**config.mk**
```make
export PLATFORM = sky130hd
export DESIGN_NAME = array_addr_gen
export DESIGN_NICKNAME = d
export VERILOG_FILES = /design/src/rtl/aag_pkg.sv /design/src/rtl/aag_opnd_reg.sv /design/src/rtl/aag_seq_mul.sv /design/src/rtl/array_addr_gen.sv
export SDC_FILE = /design/constraint.sdc
export NUM_CORES = 1
export LEC_CHECK = 0
export ABC_AREA = 1
export BUFFER_PORTS_ARGS = -buffer_cell sky130_fd_sc_hd__buf_4
export CELL_PAD_IN_SITES_DETAIL_PLACEMENT = 1
export CELL_PAD_IN_SITES_GLOBAL_PLACEMENT = 1
export CORE_MARGIN = 2
export CORE_UTILIZATION = 46
export CTS_CLUSTER_DIAMETER = 50
export DETAILED_ROUTE_END_ITERATION = 7
export GPL_ROUTABILITY_DRIVEN = 0
export HOLD_SLACK_MARGIN = 0.12
export PLACE_DENSITY_LB_ADDON = 0.1
export SYNTH_ARGS = -nofsm -noshare
export SYNTH_HDL_FRONTEND = slang
export SYNTH_SLANG_ARGS = --single-unit
```
**constraint.sdc**
```tcl
create_clock -name clk -period 6.6 [get_ports clk]
set_input_delay 0.33 -clock clk [delete_from_list [all_inputs] [get_ports clk]]
set_output_delay 0.33 -clock clk [all_outputs]
set_load 0.01 [all_outputs]
```
**src/rtl/aag_pkg.sv**
```systemverilog
package aag_pkg;

    typedef enum logic [2:0] {
        ST_IDLE,
        ST_LOAD,
        ST_RUN_KD2,
        ST_RUN_JD1,
        ST_RUN_ESZ,
        ST_RESULT,
        ST_FINISH
    } aag_state_e;

endpackage

```
**src/rtl/aag_opnd_reg.sv**
```systemverilog
module aag_opnd_reg #(
    parameter int unsigned W = 16
) (
    input  logic         clk,
    input  logic         rst_n,
    input  logic         load,
    input  logic [W-1:0] base_in,
    input  logic [W-1:0] i_in,
    input  logic [W-1:0] j_in,
    input  logic [W-1:0] k_in,
    input  logic [W-1:0] r1_in,
    input  logic [W-1:0] r2_in,
    input  logic [W-1:0] esz_in,
    input  logic         mode_in,
    output logic [W-1:0] base_q,
    output logic [W-1:0] im1_q,
    output logic [W-1:0] jm1_q,
    output logic [W-1:0] km1_q,
    output logic [W-1:0] r1_q,
    output logic [W-1:0] r2_q,
    output logic [W-1:0] esz_q,
    output logic         use3d_q
);

    localparam logic [W-1:0] ONE = W'(1);

    // Subscripts are stored already reduced to 0-based form.
    always_ff @(posedge clk or negedge rst_n) begin
        if (!rst_n) begin
            base_q  <= '0;
            im1_q   <= '0;
            jm1_q   <= '0;
            km1_q   <= '0;
            r1_q    <= '0;
            r2_q    <= '0;
            esz_q   <= '0;
            use3d_q <= 1'b0;
        end else if (load) begin
            base_q  <= base_in;
            im1_q   <= i_in - ONE;
            jm1_q   <= j_in - ONE;
            km1_q   <= k_in - ONE;
            r1_q    <= r1_in;
            r2_q    <= r2_in;
            esz_q   <= esz_in;
            use3d_q <= mode_in;
        end
    end

endmodule

```
**src/rtl/aag_seq_mul.sv**
```systemverilog
module aag_seq_mul #(
    parameter int unsigned W = 16
) (
    input  logic         clk,
    input  logic         rst_n,
    input  logic         go,
    input  logic [W-1:0] a,
    input  logic [W-1:0] b,
    output logic [W-1:0] product,
    output logic         fin
);

    localparam int unsigned CW = $clog2(W + 1);
    localparam logic [CW-1:0] STEPS = CW'(W);
    localparam logic [CW-1:0] LAST  = CW'(1);

    logic [W-1:0]  mcand;
    logic [W-1:0]  mplier;
    logic [W-1:0]  acc;
    logic [CW-1:0] cnt;
    logic          busy;
    logic          fin_r;

    always_ff @(posedge clk or negedge rst_n) begin
        if (!rst_n) begin
            mcand  <= '0;
            mplier <= '0;
            acc    <= '0;
            cnt    <= '0;
            busy   <= 1'b0;
            fin_r  <= 1'b0;
        end else if (go) begin
            mcand  <= a;
            mplier <= b;
            acc    <= '0;
            cnt    <= STEPS;
            busy   <= 1'b1;
            fin_r  <= 1'b0;
        end else if (busy) begin
            acc    <= acc + (mplier[0] ? mcand : '0);
            mcand  <= mcand << 1;
            mplier <= mplier >> 1;
            cnt    <= cnt - LAST;
            if (cnt == LAST) begin
                busy  <= 1'b0;
                fin_r <= 1'b1;
            end
        end else begin
            fin_r <= 1'b0;
        end
    end

    assign product = acc;
    assign fin     = fin_r;


    mul_fin_pulse_chk: assert property (@(posedge clk) disable iff (!rst_n)
        fin |=> !fin);


    mul_cnt_range_chk: assert property (@(posedge clk) disable iff (!rst_n)
        cnt <= STEPS);

endmodule

```
**src/rtl/array_addr_gen.sv**
```systemverilog
module array_addr_gen #(
    parameter int unsigned W = 16
) (
    input  logic         clk,
    input  logic         rst_n,
    input  logic         start,
    input  logic [W-1:0] base,
    input  logic [W-1:0] sub_i,
    input  logic [W-1:0] sub_j,
    input  logic [W-1:0] sub_k,
    input  logic [W-1:0] rng1,
    input  logic [W-1:0] rng2,
    input  logic [W-1:0] elem_size,
    input  logic [W-1:0] sel,
    output logic [W-1:0] addr,
    output logic         done
);
    import aag_pkg::*;

    aag_state_e state;
    aag_state_e state_nx;

    logic [W-1:0] base_q, im1_q, jm1_q, km1_q, r1_q, r2_q, esz_q;
    logic         use3d_q;
    logic         load;
    logic         mul_go;
    logic [W-1:0] mul_a;
    logic [W-1:0] mul_b;
    logic [W-1:0] mul_p;
    logic         mul_fin;
    logic [W-1:0] addr_q;
    logic         sel_hi_unused;

    assign sel_hi_unused = ^sel[W-1:1];

    aag_opnd_reg #(.W(W)) u_opnd (
        .clk(clk), .rst_n(rst_n), .load(load),
        .base_in(base), .i_in(sub_i), .j_in(sub_j), .k_in(sub_k),
        .r1_in(rng1), .r2_in(rng2), .esz_in(elem_size), .mode_in(sel[0]),
        .base_q(base_q), .im1_q(im1_q), .jm1_q(jm1_q), .km1_q(km1_q),
        .r1_q(r1_q), .r2_q(r2_q), .esz_q(esz_q), .use3d_q(use3d_q)
    );

    aag_seq_mul #(.W(W)) u_mul (
        .clk(clk), .rst_n(rst_n), .go(mul_go),
        .a(mul_a), .b(mul_b), .product(mul_p), .fin(mul_fin)
    );

    // State register
    always_ff @(posedge clk or negedge rst_n) begin
        if (!rst_n) state <= ST_IDLE;
        else        state <= state_nx;
    end

    // Next-state logic
    always_comb begin
        state_nx = state;
        unique case (state)
            ST_IDLE:    if (start) state_nx = ST_LOAD;
            ST_LOAD:    state_nx = use3d_q ? ST_RUN_KD2 : ST_RUN_JD1;
            ST_RUN_KD2: if (mul_fin) state_nx = ST_RUN_JD1;
            ST_RUN_JD1: if (mul_fin) state_nx = ST_RUN_ESZ;
            ST_RUN_ESZ: if (mul_fin) state_nx = ST_RESULT;
            ST_RESULT:  state_nx = ST_FINISH;
            ST_FINISH:  state_nx = ST_IDLE;
            default:    state_nx = ST_IDLE;
        endcase
    end

    // Outputs: operand capture, multiplier launch and operand steering
    always_comb begin
        load   = 1'b0;
        mul_go = 1'b0;
        mul_a  = '0;
        mul_b  = '0;
        done   = 1'b0;
        unique case (state)
            ST_IDLE: load = start;
            ST_LOAD: begin
                mul_go = 1'b1;
                mul_a  = use3d_q ? km1_q : jm1_q;
                mul_b  = use3d_q ? r2_q  : r1_q;
            end
            ST_RUN_KD2: begin
                mul_go = mul_fin;
                mul_a  = mul_p + jm1_q;
                mul_b  = r1_q;
            end
            ST_RUN_JD1: begin
                mul_go = mul_fin;
                mul_a  = mul_p + im1_q;
                mul_b  = esz_q;
            end
            ST_RUN_ESZ: ;
            ST_RESULT:  ;
            ST_FINISH:  done = 1'b1;
            default:    ;
        endcase
    end

    // Result register
    always_ff @(posedge clk or negedge rst_n) begin
        if (!rst_n)
            addr_q <= '0;
        else if (state == ST_RUN_ESZ && mul_fin)
            addr_q <= base_q + mul_p;
    end

    assign addr = addr_q;


    done_pulse_chk: assert property (@(posedge clk) disable iff (!rst_n)
        done |=> !done);


    addr_hold_chk: assert property (@(posedge clk) disable iff (!rst_n)
        !$stable(addr) |-> state == ST_RESULT);


    done_after_addr_chk: assert property (@(posedge clk) disable iff (!rst_n)
        $rose(done) |-> $past(state) == ST_RESULT);


    busy_start_chk: assert property (@(posedge clk) disable iff (!rst_n)
        (state != ST_IDLE && start) |=> state != ST_LOAD);


    mode_2d_chk: assert property (@(posedge clk) disable iff (!rst_n)
        (state == ST_LOAD && !use3d_q) |=> state == ST_RUN_JD1);


    mode_3d_chk: assert property (@(posedge clk) disable iff (!rst_n)
        (state == ST_LOAD && use3d_q) |=> state == ST_RUN_KD2);

endmodule

```
==> flow_summary.toml <==
[yosys]
yosysUniqueCellTypes = 39
synth-simple-area-share_pct = 33.4
synthTopCellsByCount = "nand2_1, inv_1, dfrtp_1, nor2_1, o21ai_0"
synth-seq-area-share_pct = 39.7
synth-adder-area-share_pct = 6.13
synthTopCellsByArea = "dfrtp_1, nand2_1, inv_1"
synth_edf_count = 0
muxShareOfSynthArea_pct = 0.0955
ys_ff_latch = 187
synth-main-ff-cell = "dfrtp_1"
syn_area_mm2 = 0.0118
synth_fp_nets = 1893
async_flop_share_pct = 100
synthCells = 1706
synth_compound_area_share_pct = 8.47
synth_top_area_share_pct = 39.7
synth_warnings = 0
synth_xor_area_share_pct = 2.97
yosysMostFrequentCell = "nand2_1"
avgSynthCellArea_um2 = 6.91
synth_top_family_by_area = "simple AND/OR/NAND/NOR gates"
netlist.top_cell.by_area = "dfrtp_1"

[global_route]
grt_first_pass_wirelength_um = 65200
grt_max_degree = 110
first_global_vias = 12800
grt_util_all_layers_pct = 31.1
overflow = 0
antenna_found_initial = 2

[timing]
rsz0062_at_grt = "false"
hold_viol = 0
timing.fmax_ghz = 0.288
min_period_ns = 3.48
setup-violations-final = 0
worstMarginPinSlew_ns = 1.15
fin_skew_ns = 0.0207
slew_headroom_pct = 23.6
final_max_slew_viol_count = 0
post-route-period-util_pct = 52.7
tns_ns = 0

[drt]
ant_nets = 0
wirelength_um = 40100
drc = 0
wl_per_cell_um = 18.0
dr.pass1.iters = 5
vias = 11800
drt_iter0_drc = 657
viasPerCell = 5.32

[layout]
fin_cells = 2224
multi_input_area_mm2 = 0.00603
drive_gt1_share_pct = 9.98
area_growth_pct = 21.2
nNetsFinal = 2067
seqCellArea_mm2 = 0.00468
fill_cells = 3280

[worst_setup_path]
cp-start-kind = "flip-flop"
reg2regPathDepth = 12
critPathCaptureType = "flip-flop"
critical_path_class = "reg -> reg"
arrival_ns = 3.81
reg2reg_from = "state[2]"
critical-path-max-stage-delay_ns = 0.75
worstPathCellList = "inv_1 > nand3_1 > o21ai_0 > ha_1 > nand2_1 > inv_1 > nand2_1 > nand2_1 > a21oi_1 > nand3_1 > nand3_1 > nand2_1"
worst_path_most_repeated_cell = "nand2_1"
slowest_stage = "o21ai_0"
rrSetupSlack_ns = 3.12
worstReg2RegEnd = "u_mul.mcand[13]"
crit_required_ns = 6.93
critPathMaxFanout = 22

[clock_network]
root_buffer = "clkbuf_16"
htree_levels = 4
clock_sinks = 187
cts_tree = "done"
post_cts_resize_count = 0
path_clk_slew_ns = 0.08
ctsHoldBuffers = 66
insertion_delay_ns = 0.46
ctsLongestPathBuffers = 2
cts-buffers-inserted = 17
postCtsSetupBuffers = 0

[placed_design]
dp.cells = 2125
port_buffers = 132
place_hpwl_um = 27500

[status]
outcome = "complete, no violations"

[floorplanning]
io_pins = 148
die_x_um = 164
num_rows = 58
dieArea_mm2 = 0.0269
start_util_pct = 46.8
fp.dieH_um = 164
coreArea_mm2 = 0.0252

[worst_hold_path]
hold_end = "u_opnd.use3d_q"
min_path_cells = 3
hp-start = "sel[0]"
min_path_type = "in -> reg"

[pwr]
ir_drop_mv = 0.223
powerDensity_mw_per_mm2 = 425
p_leak_nw = 7.71

[run]
maxCapViolCount = 0
power breakdown:
part | internal [mW] | total, mW | switching, mW | leakage, nW
combinational | 0.960 | 2.86 | 1.90 | 5.02
clock | 0.543 | 1.15 | 0.606 | 0.315
sequential | 1.65 | 2.07 | 0.417 | 2.37
total | 3.15 | 6.07 | 2.92 | 7.71
registers in the layout, summed over array words and instances (netlist names):
register,cells
u_opnd.im1_q,16
u_opnd.esz_q,16
u_opnd.use3d_q,1
u_opnd.jm1_q,16
u_opnd.r2_q,16
u_mul.fin,1
u_mul.busy,1
addr,16
u_opnd.r1_q,16
state,3
u_mul.cnt,5
u_opnd.km1_q,16
u_mul.mcand,16
u_opnd.base_q,16
u_mul.product,16
u_mul.mplier,16
cell usage in the layout, fill, tap and decap left out, drive strengths merged:
| cell | count |
|---|---|
| a21boi | 1 |
| a21oi | 48 |
| a22o | 1 |
| a22oi | 13 |
| and2 | 1 |
| buf | 136 |
| clkbuf | 18 |
| clkinv | 6 |
| dfrtp | 187 |
| diode | 1 |
| dlygate4sd3 | 66 |
| fa | 3 |
| ha | 53 |
| inv | 225 |
| mux2 | 1 |
| nand2 | 721 |
| nand3 | 85 |
| nand3b | 8 |
| nand4 | 18 |
| nor2 | 114 |
| nor3 | 23 |
| o2111ai | 1 |
| o211ai | 3 |
| o21a | 1 |
| o21ai | 109 |
| o21bai | 1 |
| o22ai | 7 |
| o311ai | 1 |
| or2 | 2 |
| xnor2 | 20 |
| xor2 | 20 |
metal layers:
metal | track usage, % | part of all wire [%] | wire length, µm
met1 | 38.6 | 43 | 17300
met2 | 53.3 | 49 | 19500
met3 | 6.41 | 4.8 | 1940
met4 | 11.3 | 3.4 | 1380
met5 | 0 | 0.032 | 13
cell type report:
type / instances / share of cell area (%)
inverters: 216 / 5.70
multi-input cells: 1255 / 42.2
clock inverters: 15 / 1.62
well taps: 330 / 2.89
clock buffers: 17 / 2.98
diodes: 1 / 0.0175
flip-flops and latches: 187 / 32.7
repair buffers: 203 / 11.9
through the flow:
| step | power, mW | utilization (%) | instance area, µm² | setup WS (ns) | hold slack [ns] |
|---|---|---|---|---|---|
| 2_1_floorplan | 3.89 | - | 11800 | 4.09 | 0.0344 |
| 3_3_place_gp | 4.64 | 51.5 | 13000 | 3.44 | 0.365 |
| 3_5_place_dp | 4.80 | 51.5 | 13000 | 3.39 | 0.371 |
| 4_1_cts | 6.02 | 56.8 | 14300 | 3.28 | 0.131 |
| 5_1_grt | 6.55 | 56.8 | 14300 | 2.93 | 0.143 |
| 6_report | 6.07 | 56.8 | 14300 | 3.12 | 0.150 |
how the worst max path moves through the flow:
stage / start / endpoint
CTS: state[2] / u_mul.mcand[13]
global route: state[2] / u_mul.mcand[15]
floorplan: state[2] / u_mul.mcand[12]
global placement: state[2] / u_mul.mcand[13]
finish: state[2] / u_mul.mcand[13]
detailed placement: state[2] / u_mul.mcand[12]
critical path: cells and delay by family (launching register included):
family | cells | cell delay (ns)
buf+inv | 2 | 0.33
fa+ha+maj | 1 | 0.42
simple gates | 7 | 1.18
flops | 1 | 0.51
compound gates | 2 | 0.91
kinds of logic after synthesis:
family,count (synthesis)
flip-flops,187
multiplexers,1
buffers and inverters,264
AND/OR/NAND/NOR,972
adder cells (fa/ha/maj),56
AO/OA/AOI/OAI,186
XOR/XNOR,40
No activity file was read; power rests on OpenSTA's default activity.
